===== config.mk =====
export PLATFORM = sky130hd
export DESIGN_NAME = dfp_adder
export DESIGN_NICKNAME = d
export VERILOG_FILES = /design/src/rtl/dfp_pkg.sv /design/src/rtl/dfp_digit_alu.sv /design/src/rtl/dfp_bcd_inc.sv /design/src/rtl/dfp_adder.sv
export SDC_FILE = /design/constraint.sdc
export NUM_CORES = 2
export LEC_CHECK = 0
export CAP_MARGIN = 20
export CORE_ASPECT_RATIO = 2
export CORE_MARGIN = 10
export CORE_UTILIZATION = 55
export DETAILED_ROUTE_END_ITERATION = 12
export PLACE_DENSITY = 0.86
export SETUP_SLACK_MARGIN = 0.05
export SKIP_CTS_REPAIR_TIMING = 1
export SYNTH_ARGS = -nofsm -noshare
export SYNTH_HDL_FRONTEND = slang
export SYNTH_SLANG_ARGS = --single-unit
export TNS_END_PERCENT = 10

===== constraint.sdc =====
create_clock -name clk -period 31.1 [get_ports clk]
set_input_delay 4.665 -clock clk [delete_from_list [all_inputs] [get_ports clk]]
set_output_delay 4.665 -clock clk [all_outputs]
set_load 0.005 [all_outputs]

===== src/rtl/dfp_pkg.sv =====
package dfp_pkg;
  typedef enum logic [2:0] {
    S_IDLE  = 3'd0,
    S_ALIGN = 3'd1,
    S_ADD   = 3'd2,
    S_NORM  = 3'd3,
    S_ROUND = 3'd4,
    S_DONE  = 3'd5
  } dfp_state_e;
endpackage


===== src/rtl/dfp_digit_alu.sv =====
module dfp_digit_alu (
  input  logic [3:0] a,
  input  logic [3:0] b,
  input  logic       cin,
  input  logic       sub,
  output logic [3:0] d,
  output logic       cout
);
  logic [4:0] t;

  always_comb begin
    if (sub) begin
      t = 5'(a) - 5'(b) - 5'(cin);
      if (t[4]) begin
        d    = 4'(t + 5'd10);
        cout = 1'b1;
      end else begin
        d    = t[3:0];
        cout = 1'b0;
      end
    end else begin
      t = 5'(a) + 5'(b) + 5'(cin);
      if (t > 5'd9) begin
        d    = 4'(t - 5'd10);
        cout = 1'b1;
      end else begin
        d    = t[3:0];
        cout = 1'b0;
      end
    end
  end
endmodule


===== src/rtl/dfp_bcd_inc.sv =====
module dfp_bcd_inc #(
  parameter int NDIG = 18
) (
  input  logic [4*NDIG-1:0] v,
  input  logic              cin,
  output logic [4*NDIG-1:0] r,
  output logic              cout
);
  logic [NDIG:0] c;
  assign c[0] = cin;

  for (genvar i = 0; i < NDIG; i++) begin : g_dig
    logic [3:0] dg;
    assign dg = v[4*i +: 4];
    assign r[4*i +: 4] = !c[i] ? dg : ((dg == 4'd9) ? 4'd0 : dg + 4'd1);
    assign c[i+1] = c[i] && (dg == 4'd9);
  end

  assign cout = c[NDIG];
endmodule


===== src/rtl/dfp_adder.sv =====
module dfp_adder #(
  parameter int NDIG = 18,
  parameter int EDIG = 4
) (
  input  logic                      clk,
  input  logic                      rst_n,
  input  logic                      op_valid,
  output logic                      op_ready,
  input  logic [4*(NDIG+EDIG+2)-1:0] opa,
  input  logic [4*(NDIG+EDIG+2)-1:0] opb,
  input  logic                      op_sub,
  output logic                      res_valid,
  input  logic                      res_ready,
  output logic [4*(NDIG+EDIG+2)-1:0] res,
  output logic                      range_err
);
  import dfp_pkg::*;

  localparam int W    = 4*(NDIG+EDIG+2);
  localparam int SW   = 4*NDIG;
  localparam int WD   = 2*NDIG+1;
  localparam int XW   = 4*WD;
  localparam int BIAS = 10**EDIG;
  localparam int EW   = $clog2(2*BIAS+XW)+2;
  localparam int CW   = $clog2(WD+1);

  function automatic logic signed [EW-1:0] to_biased(input logic [W-1:0] v);
    int m = 0;
    for (int i = EDIG-1; i >= 0; i--) m = m*10 + int'(v[SW+4*i +: 4]);
    if (v[W-8 +: 4] != 4'd0) m = -m;
    return EW'(m + BIAS);
  endfunction

  function automatic logic [W-1:0] pack(input logic neg, input logic signed [EW-1:0] e,
                                        input logic [SW-1:0] sig);
    logic [W-1:0] v;
    int m = int'(e) - BIAS;
    v = '0;
    v[W-4 +: 4] = {3'b0, neg};
    v[W-8 +: 4] = {3'b0, m < 0};
    if (m < 0) m = -m;
    for (int i = 0; i < EDIG; i++) begin
      v[SW+4*i +: 4] = 4'(m % 10);
      m = m / 10;
    end
    v[SW-1:0] = sig;
    return v;
  endfunction

  dfp_state_e state;
  logic [XW-1:0] x, y;
  logic [CW-1:0] cnt;
  logic carry, do_sub, rsign, err;
  logic signed [EW-1:0] rexp;
  logic [W-1:0] rres;

  // operand decode at the input channel
  logic sa, sb, za, zb, a_big;
  logic signed [EW-1:0] ea, eb, el, es, diff;
  logic [W-1:0] b_eff;
  assign sa    = opa[W-4 +: 4] != 4'd0;
  assign sb    = (opb[W-4 +: 4] != 4'd0) ^ op_sub;
  assign za    = opa[SW-1:0] == '0;
  assign zb    = opb[SW-1:0] == '0;
  assign ea    = to_biased(opa);
  assign eb    = to_biased(opb);
  assign a_big = (ea > eb) || (ea == eb && opa[SW-1:0] >= opb[SW-1:0]);
  assign el    = a_big ? ea : eb;
  assign es    = a_big ? eb : ea;
  assign diff  = el - es;
  assign b_eff = {3'b0, sb, opb[W-5:0]};

  // one digit of the serial add/subtract
  logic [3:0] alu_d;
  logic alu_co;
  dfp_digit_alu u_alu (
    .a(x[3:0]), .b(y[3:0]), .cin(carry), .sub(do_sub), .d(alu_d), .cout(alu_co)
  );

  // rounding of the upper half against the discarded half
  logic [SW-1:0] top, inc_r, fin_sig;
  logic [3:0] guard;
  logic rest, round_up, inc_co;
  logic signed [EW-1:0] fin_exp;
  assign top      = x[XW-5:SW];
  assign guard    = x[SW-1 -: 4];
  assign rest     = x[SW-5:0] != '0;
  assign round_up = (guard > 4'd5) || (guard == 4'd5 && (rest || top[0]));
  dfp_bcd_inc #(.NDIG(NDIG)) u_inc (.v(top), .cin(round_up), .r(inc_r), .cout(inc_co));
  assign fin_sig = inc_co ? {4'd1, {(SW-4){1'b0}}} : inc_r;
  assign fin_exp = rexp + EW'(inc_co);

  always_ff @(posedge clk or negedge rst_n) begin
    if (!rst_n) begin
      state  <= S_IDLE;
      x      <= '0;
      y      <= '0;
      cnt    <= '0;
      carry  <= 1'b0;
      do_sub <= 1'b0;
      rsign  <= 1'b0;
      rexp   <= '0;
      rres   <= '0;
      err    <= 1'b0;
    end else begin
      unique case (state)
        S_IDLE: if (op_valid) begin
          err <= 1'b0;
          if (zb) begin
            rres  <= opa;
            state <= S_DONE;
          end else if (za) begin
            rres  <= b_eff;
            state <= S_DONE;
          end else if (diff > EW'(NDIG)) begin
            rres  <= a_big ? opa : b_eff;
            state <= S_DONE;
          end else begin
            x      <= {4'h0, (a_big ? opa[SW-1:0] : opb[SW-1:0]), {SW{1'b0}}};
            y      <= {4'h0, (a_big ? opb[SW-1:0] : opa[SW-1:0]), {SW{1'b0}}};
            do_sub <= sa != sb;
            rsign  <= a_big ? sa : sb;
            rexp   <= el;
            carry  <= 1'b0;
            if (diff == '0) begin
              cnt   <= CW'(WD-1);
              state <= S_ADD;
            end else begin
              cnt   <= CW'(diff);
              state <= S_ALIGN;
            end
          end
        end
        S_ALIGN: begin
          y   <= y >> 4;
          cnt <= cnt - 1'b1;
          if (cnt == CW'(1)) begin
            cnt   <= CW'(WD-1);
            state <= S_ADD;
          end
        end
        S_ADD: begin
          x     <= {alu_d, x[XW-1:4]};
          y     <= y >> 4;
          carry <= alu_co;
          cnt   <= cnt - 1'b1;
          if (cnt == '0) state <= S_NORM;
        end
        S_NORM: begin
          if (x == '0) begin
            rres  <= '0;
            state <= S_DONE;
          end else if (x[XW-1 -: 4] != 4'd0) begin
            x    <= x >> 4;
            rexp <= rexp + 1'b1;
          end else if (x[XW-5 -: 4] == 4'd0) begin
            x    <= x << 4;
            rexp <= rexp - 1'b1;
          end else begin
            state <= S_ROUND;
          end
        end
        S_ROUND: begin
          rres  <= pack(rsign, fin_exp, fin_sig);
          err   <= (fin_exp < EW'(1)) || (fin_exp > EW'(2*BIAS-1));
          state <= S_DONE;
        end
        S_DONE: if (res_ready) begin
          err   <= 1'b0;
          state <= S_IDLE;
        end
        default: state <= S_IDLE;
      endcase
    end
  end

  assign op_ready  = state == S_IDLE;
  assign res_valid = state == S_DONE;
  assign res       = rres;
  assign range_err = err;
endmodule


Word-level counts from Yosys, hierarchy flattened
Cells that the tools add are included.
{ "op_classes": {"add_sub_neg": 41, "mul": 6, "div_mod_pow": 7, "order_cmp": 8, "n_eq_ne": 40, "shifts": 0, "muxes": 107, "bitwise_logic": 4, "reduce_logical": 54} }
{ "op_table": {"columns": ["operator", "n"], "rows": [
  ["148-bit 2-to-1 mux", 11],
  ["96-bit 2-to-1 mux", 6],
  ["148-bit case mux with 3 select lines", 1],
  ["148-bit case mux with 2 select lines", 1],
  ["96-bit case mux with 3 select lines", 1],
  ["72-bit 2-to-1 mux", 3],
  ["17-bit 2-to-1 mux", 11],
  ["4-bit 2-to-1 mux", 39],
  ["148-bit zero test", 1],
  ["72-bit zero test", 2],
  ["32-bit by 5-bit remainder unit with 32-bit output, second input constant", 4],
  ["32-bit by 5-bit divider with 32-bit output, second input constant", 3],
  ["4-bit by 1-bit adder with 4-bit output, second input constant", 18],
  ["4-bit == test, second input constant", 18],
  ["72-bit greater-or-equal comparator", 1],
  ["68-bit nonzero test", 1],
  ["32-bit 2-to-1 mux", 2],
  ["6-bit 2-to-1 mux", 6],
  ["17-bit by 15-bit adder with 17-bit output, second input constant", 2],
  ["17-bit by 4-bit adder with 17-bit output", 2],
  ["17-bit negation", 2],
  ["17-bit case mux with 2 select lines", 1],
  ["14-bit by 3-bit multiplier with 16-bit output, second input constant", 2],
  ["18-bit negation with 32-bit output", 1],
  ["58 further kinds", 128]
]} }
{ "word_totals": {"regBits": 422, "latchBits": 0, "mem_bits_rw": 0, "mem_bits_ro": 0, "output_inout_bits": 99, "elab_cells": 277, "memories": 0} }

Logic depth before layout (Yosys ltp)
{ "logic_depth": {"word_depth": 32, "ltp_mapped": 70, "depth_no_buf": 62} }

Modules after synthesis
Synthesis repeated with hierarchy kept, for this count alone.
{ "unflattened": {"cells_unflattened": 4773, "hier_area_um2": 38994.9} }
{ "modules_own_cells": {"columns": ["module", "n_inst", "cells_each", "area_per_inst_um2"], "rows": [
  ["dfp_adder", 1, 4386, 36333.6],
  ["dfp_bcd_inc", 1, 315, 2082.0],
  ["dfp_digit_alu", 1, 72, 579.3]
]} }

Worst setup path after synthesis
Ideal clock, no wire load.
{ "synth_timing": {"kind": "input-to-reg", "from": "input opa[85]", "to": "register x[144]", "setup_time_ns": 0.132, "t_arrival_ns": 15.723, "t_required_ns": 30.968, "setup_slack_ns": 15.245, "path_stages": 62, "cell_sequence": "ha_1 -> ha_1 -> fa_1 -> nand3b_1 -> xnor2_1 -> ha_1 -> ha_1 -> xnor2_1 -> nand2_1 -> or2_2 -> xnor2_1 -> ha_1 -> ha_1 -> inv_1 -> nor2_1 -> nor2_1 -> nor2b_1 -> o21ai_0 -> (+26 left out) -> inv_1 -> a31oi_1 -> o21a_1 -> o21a_1 -> o21a_1 -> nor3_1 -> o21ai_0 -> and2_1 -> a311oi_1 -> nand2_1 -> o31ai_1 -> and2_1 -> o21a_1 -> a31o_2 -> clkbuf_1 -> clkbuf_1 -> clkbuf_1 -> o22ai_1"} }
{ "synth_between": {"elab_chain_cells": 17} }
{ "synth_rtl": {"columns": ["element", "line", "rtl"], "rows": [
  ["start: declaration", "dfp_adder.sv:9", "input logic [4*(NDIG+EDIG+2)-1:0] opa,"],
  ["4-bit by 3-bit multiplier with 7-bit output (*)", "dfp_adder.sv:29", "for (int i = EDIG-1; i >= 0; i--) m = m*10 + int'(v[SW+4*i +: 4]);"],
  ["8-bit by 4-bit adder with 9-bit output (*)", "dfp_adder.sv:29", null],
  ["9-bit by 3-bit multiplier with 12-bit output (*)", "dfp_adder.sv:29", null],
  ["13-bit by 4-bit adder with 14-bit output (*)", "dfp_adder.sv:29", null],
  ["14-bit by 3-bit multiplier with 16-bit output (*)", "dfp_adder.sv:29", null],
  ["17-bit by 4-bit adder with 17-bit output (*)", "dfp_adder.sv:29", null],
  ["17-bit negation", "dfp_adder.sv:30", "if (v[W-8 +: 4] != 4'd0) m = -m;"],
  ["17-bit 2-to-1 mux (*)", "dfp_adder.sv:30", null],
  ["17-bit by 15-bit adder with 17-bit output (*)", "dfp_adder.sv:31", "return EW'(m + BIAS);"],
  ["parallel branches: the longest is 4 deep, another holds 17-bit greater-than comparator", null, null],
  ["17-bit subtractor (*)", "dfp_adder.sv:70", "assign diff = el - es;"],
  ["17-bit by 6-bit greater-than comparator with 1-bit output (*)", "dfp_adder.sv:115", "end else if (diff > EW'(NDIG)) begin"],
  ["2-bit != test (no line) (*)", null, null],
  ["7-bit AND reduction (no line) (*)", null, null],
  ["end signal: assignment", "dfp_adder.sv:119", "x <= {4'h0, (a_big ? opa[SW-1:0] : opb[SW-1:0]), {SW{1'b0}}};"],
  ["end signal: assignment", "dfp_adder.sv:143", "x <= {alu_d, x[XW-1:4]};"],
  ["end signal: assignment", "dfp_adder.sv:154", "x <= x >> 4;"],
  ["end: declaration", "dfp_adder.sv:51", "logic [XW-1:0] x, y;"]
]} }
Every way passes the cells marked *.
A chain may end at the register's enable or synchronous reset.

Final worst setup path
{ "layout_timing": {"from": "register x[2]", "to": "register rres[76], in the netlist res[76]"} }
{ "layout_between": {"elab_chain_cells": 30} }
{ "layout_rtl": {"columns": ["element", "line", "rtl"], "rows": [
  ["68-bit nonzero test", "dfp_adder.sv:87", "assign rest = x[SW-5:0] != '0;"],
  ["1-bit logical OR", "dfp_adder.sv:88", "assign round_up = (guard > 4'd5) || (guard == 4'd5 && (rest || top[0]));"],
  ["1-bit logical AND", "dfp_adder.sv:88", null],
  ["1-bit logical OR", "dfp_adder.sv:88", null],
  ["1-bit logical AND (18 in a row)", "dfp_bcd_inc.sv:16", "assign c[i+1] = c[i] && (dg == 4'd9);"],
  ["17-bit by 1-bit adder with 17-bit output", "dfp_adder.sv:91", "assign fin_exp = rexp + EW'(inc_co);"],
  ["17-bit by 15-bit subtractor with 18-bit output", "dfp_adder.sv:37", "int m = int'(e) - BIAS;"],
  ["18-bit negation with 32-bit output or 18-bit by 1-bit less-than comparator with 1-bit output (tied branches)", "dfp_adder.sv:41", "if (m < 0) m = -m;"],
  ["32-bit 2-to-1 mux", "dfp_adder.sv:41", null],
  ["32-bit 2-to-1 mux", "dfp_adder.sv:106", "unique case (state)"],
  ["32-bit by 5-bit divider with 32-bit output", "dfp_adder.sv:44", "m = m / 10;"],
  ["32-bit by 5-bit remainder unit with 32-bit output", "dfp_adder.sv:43", "v[SW+4*i +: 4] = 4'(m % 10);"],
  ["96-bit case mux with 3 select lines", "dfp_adder.sv:106", null],
  ["end signal: assignment", "dfp_adder.sv:110", "rres <= opa;"],
  ["end signal: assignment", "dfp_adder.sv:116", "rres <= a_big ? opa : b_eff;"],
  ["end signal: assignment", "dfp_adder.sv:164", "rres <= pack(rsign, fin_exp, fin_sig);"],
  ["end: declaration", "dfp_adder.sv:55", "logic [W-1:0] rres;"]
]} }
Several ways; a longest one is shown, not always the timed one. The select of a mux whose other input is x is not followed.

==> metrics <==
Slew Viols, Final=0; CP max FO=24; vias in the first global route=39000; gr usage total=37.1%; synth top area cells=dfrtp_1 (27%), ha_1 (7.8%), a21oi_1 (7.4%); most used cell, CP=nand3_1; die area=~81000 um^2; RSZ-0062 raised after global routing=false; # IOs=296; Via density=~6.8; number of setup violations in the final report=0; DR pass1 iterations=11; Post-Syn Area per Cell=7.82 um^2; number of CTS-inserted buffers=42; Seq cells post-synth=418; DR WL/cell=26.3 um; initial antenna violation count=8; share of the synthesized area in the top cell type=27.4%; Post-Syn Instances=4871; Fmax=a little over 50 MHz; mapped cell area=38100 um^2; Vias=slightly below 40000; setup_tns=0 ns; Reg clk slew, reported paths=0.06 ns; FF+latch area=around 10000 um^2; port buffer count=295; slack of the critical path=~11 ns; slowest CP cell=nor2_1; Synth top cells by count=a21oi_1 (561), nor2_1 (527), nand2_1 (454); Slew @ Worst Pin=1.17 ns; post-synthesis sequential area ratio=27.4%; DRC Markers=0; Post-synth EDFFs=0; required arrival time at the worst endpoint=31.60 ns; area leader, netlist=dfrtp_1; CP max stage delay=0.79 ns; final hold vios=0; Clk Latency, worst-skew pair=approximately 0.65 ns; first-pass GRT wire length=around 230000 um; share of post-route cells with drive strength above 1=4.78%; Detail Placement HPWL=116000 um; Tmin final=just under 20 ns; critical path arrival=around 20 ns; Slew headroom=21.2%; max-cap violations=0; global placer's final weighted congestion=1.03; count leader, synth=a21oi_1; Critical Path Sink Type=flop; core area=a little under 70000 um^2; CP Class=reg2reg; synth unique cells=between 100 and 150; grt total ovfl=0; chip height=392 um; CTS H-Tree Depth=2; Multi-input gate area=25600 um^2; root cell of the clock tree=clkbuf_16; Yosys warnings=0; CTS tree=yes; Initial Util=approximately 55%; crit path launch type=flop; run status=finished, final reports clean; wirelength, routed=154000 um; DRT antenna net count=0; Synth Flop Type=dfrtp_1; worst reg2reg setup slack=between 10 and 15 ns; largest net degree at the start of global routing=225; Final period util=between 60 and 70%; 1st-iter DRT viols=4399; number of fill cells in the layout=6040; HP Class=reg2reg; ys async rst share=between 90% and 100%; area added between synthesis and finish=12.8%; die extent in x=206 um; Layout Skew=0.0484 ns; CTS sink cnt=418; Place WS=roughly 12 ns; fin nets=5375; number of cell rows=136; CTS max path bufs=3
-- registers in the layout, indices dropped and copies added (netlist names), 3 cells and up --
signal,count
x,148
y,144
res,96
rexp,17
cnt,6
state,3
-- per-layer routing --
| layer | up-vias | GRT usage [%] | wire [um] |
|---|---|---|---|
| met5 | - | 0 | 58 |
| met4 | 10 | 31.2 | 16000 |
| met3 | 690 | 6.86 | 12000 |
| met2 | 2196 | 65.7 | 76300 |
| met1 | 18900 | 36.9 | 49500 |
| li1 | 17800 | - | - |
-- through the flow --
stage	util, %	hold slack, ns	cells	instance area, um^2
2_1_floorplan	-	0.449	4872	38100
3_5_place_dp	60.2	0.468	5776	41400
3_3_place_gp	60.2	0.459	5775	41400
5_1_grt	62.5	0.504	5855	43000
4_1_cts	62.5	0.480	5853	43000
6_report	62.5	0.477	5859	43000
-- cell usage in the layout, fill, tap and decap left out, types with 42 or more instances in the layout --
cell type / n
nand2_1: 450
xor2_1: 90
mux2i_1: 139
nand4_1: 73
a21o_1: 51
a22o_1: 73
buf_4: 46
a221oi_1: 71
o21ai_0: 249
o221ai_1: 76
xnor2_1: 192
nand3_1: 103
a21oi_1: 559
nor2_1: 523
inv_1: 219
a22oi_1: 89
nor4_1: 78
nor3_1: 82
clkdlybuf4s50_1: 294
dfrtp_1: 418
clkbuf_16: 42
ha_1: 237
o21a_1: 91
-- worst max-delay path: cells and delay by family (launching register included) --
| family | cells | cell delay [ns] |
|---|---|---|
| AOI/OAI and AO/OA | 14 | 4.77 |
| xor gates and xnor gates | 4 | 1.38 |
| adders and majority gates | 3 | 1.13 |
| buffers and inverters | 3 | 0.46 |
| DFF | 1 | 0.59 |
| muxes | 2 | 0.66 |
| and+or+nand+nor | 35 | 10.63 |
-- worst paths after layout --
path,depth (start not counted),from,endpoint
worst max-delay path,61,x[2],res[76]
worst min-delay path,1,y[37],y[33]
worst max register to register,61,x[2],res[76]
worst min register to register,1,y[37],y[33]
max in group asynchronous,3,rst_n,rexp[11]
min in group asynchronous,1,rst_n,res[10]
-- logic make-up after synthesis --
group                    count (synthesis)  synth area share (%)
AND/OR/NAND/NOR                       1591                  19.7
adder cells (fa/ha/maj)                255                  8.70
flip-flops                             418                  27.4
buffers and inverters                  559                  5.68
XOR/XNOR                               283                  6.54
multiplexers                           164                  4.40
other                                    1               0.00984
AO/OA/AOI/OAI                         1600                  27.5
-- cell type report --
type / instances / area share, %
Multi-Input combinational cell: 3895 / 59.5
Sequential cell: 418 / 24.3
Timing Repair Buffer: 345 / 7.84
Tap cell: 897 / 2.61
Clock buffer: 50 / 2.58
Inverter: 222 / 1.94
Clock inverter: 27 / 1.14
Antenna cell: 5 / 0.0291
Power is not shown: default switching activity piles up to over one toggle a cycle in this logic, so the estimate is an artifact.
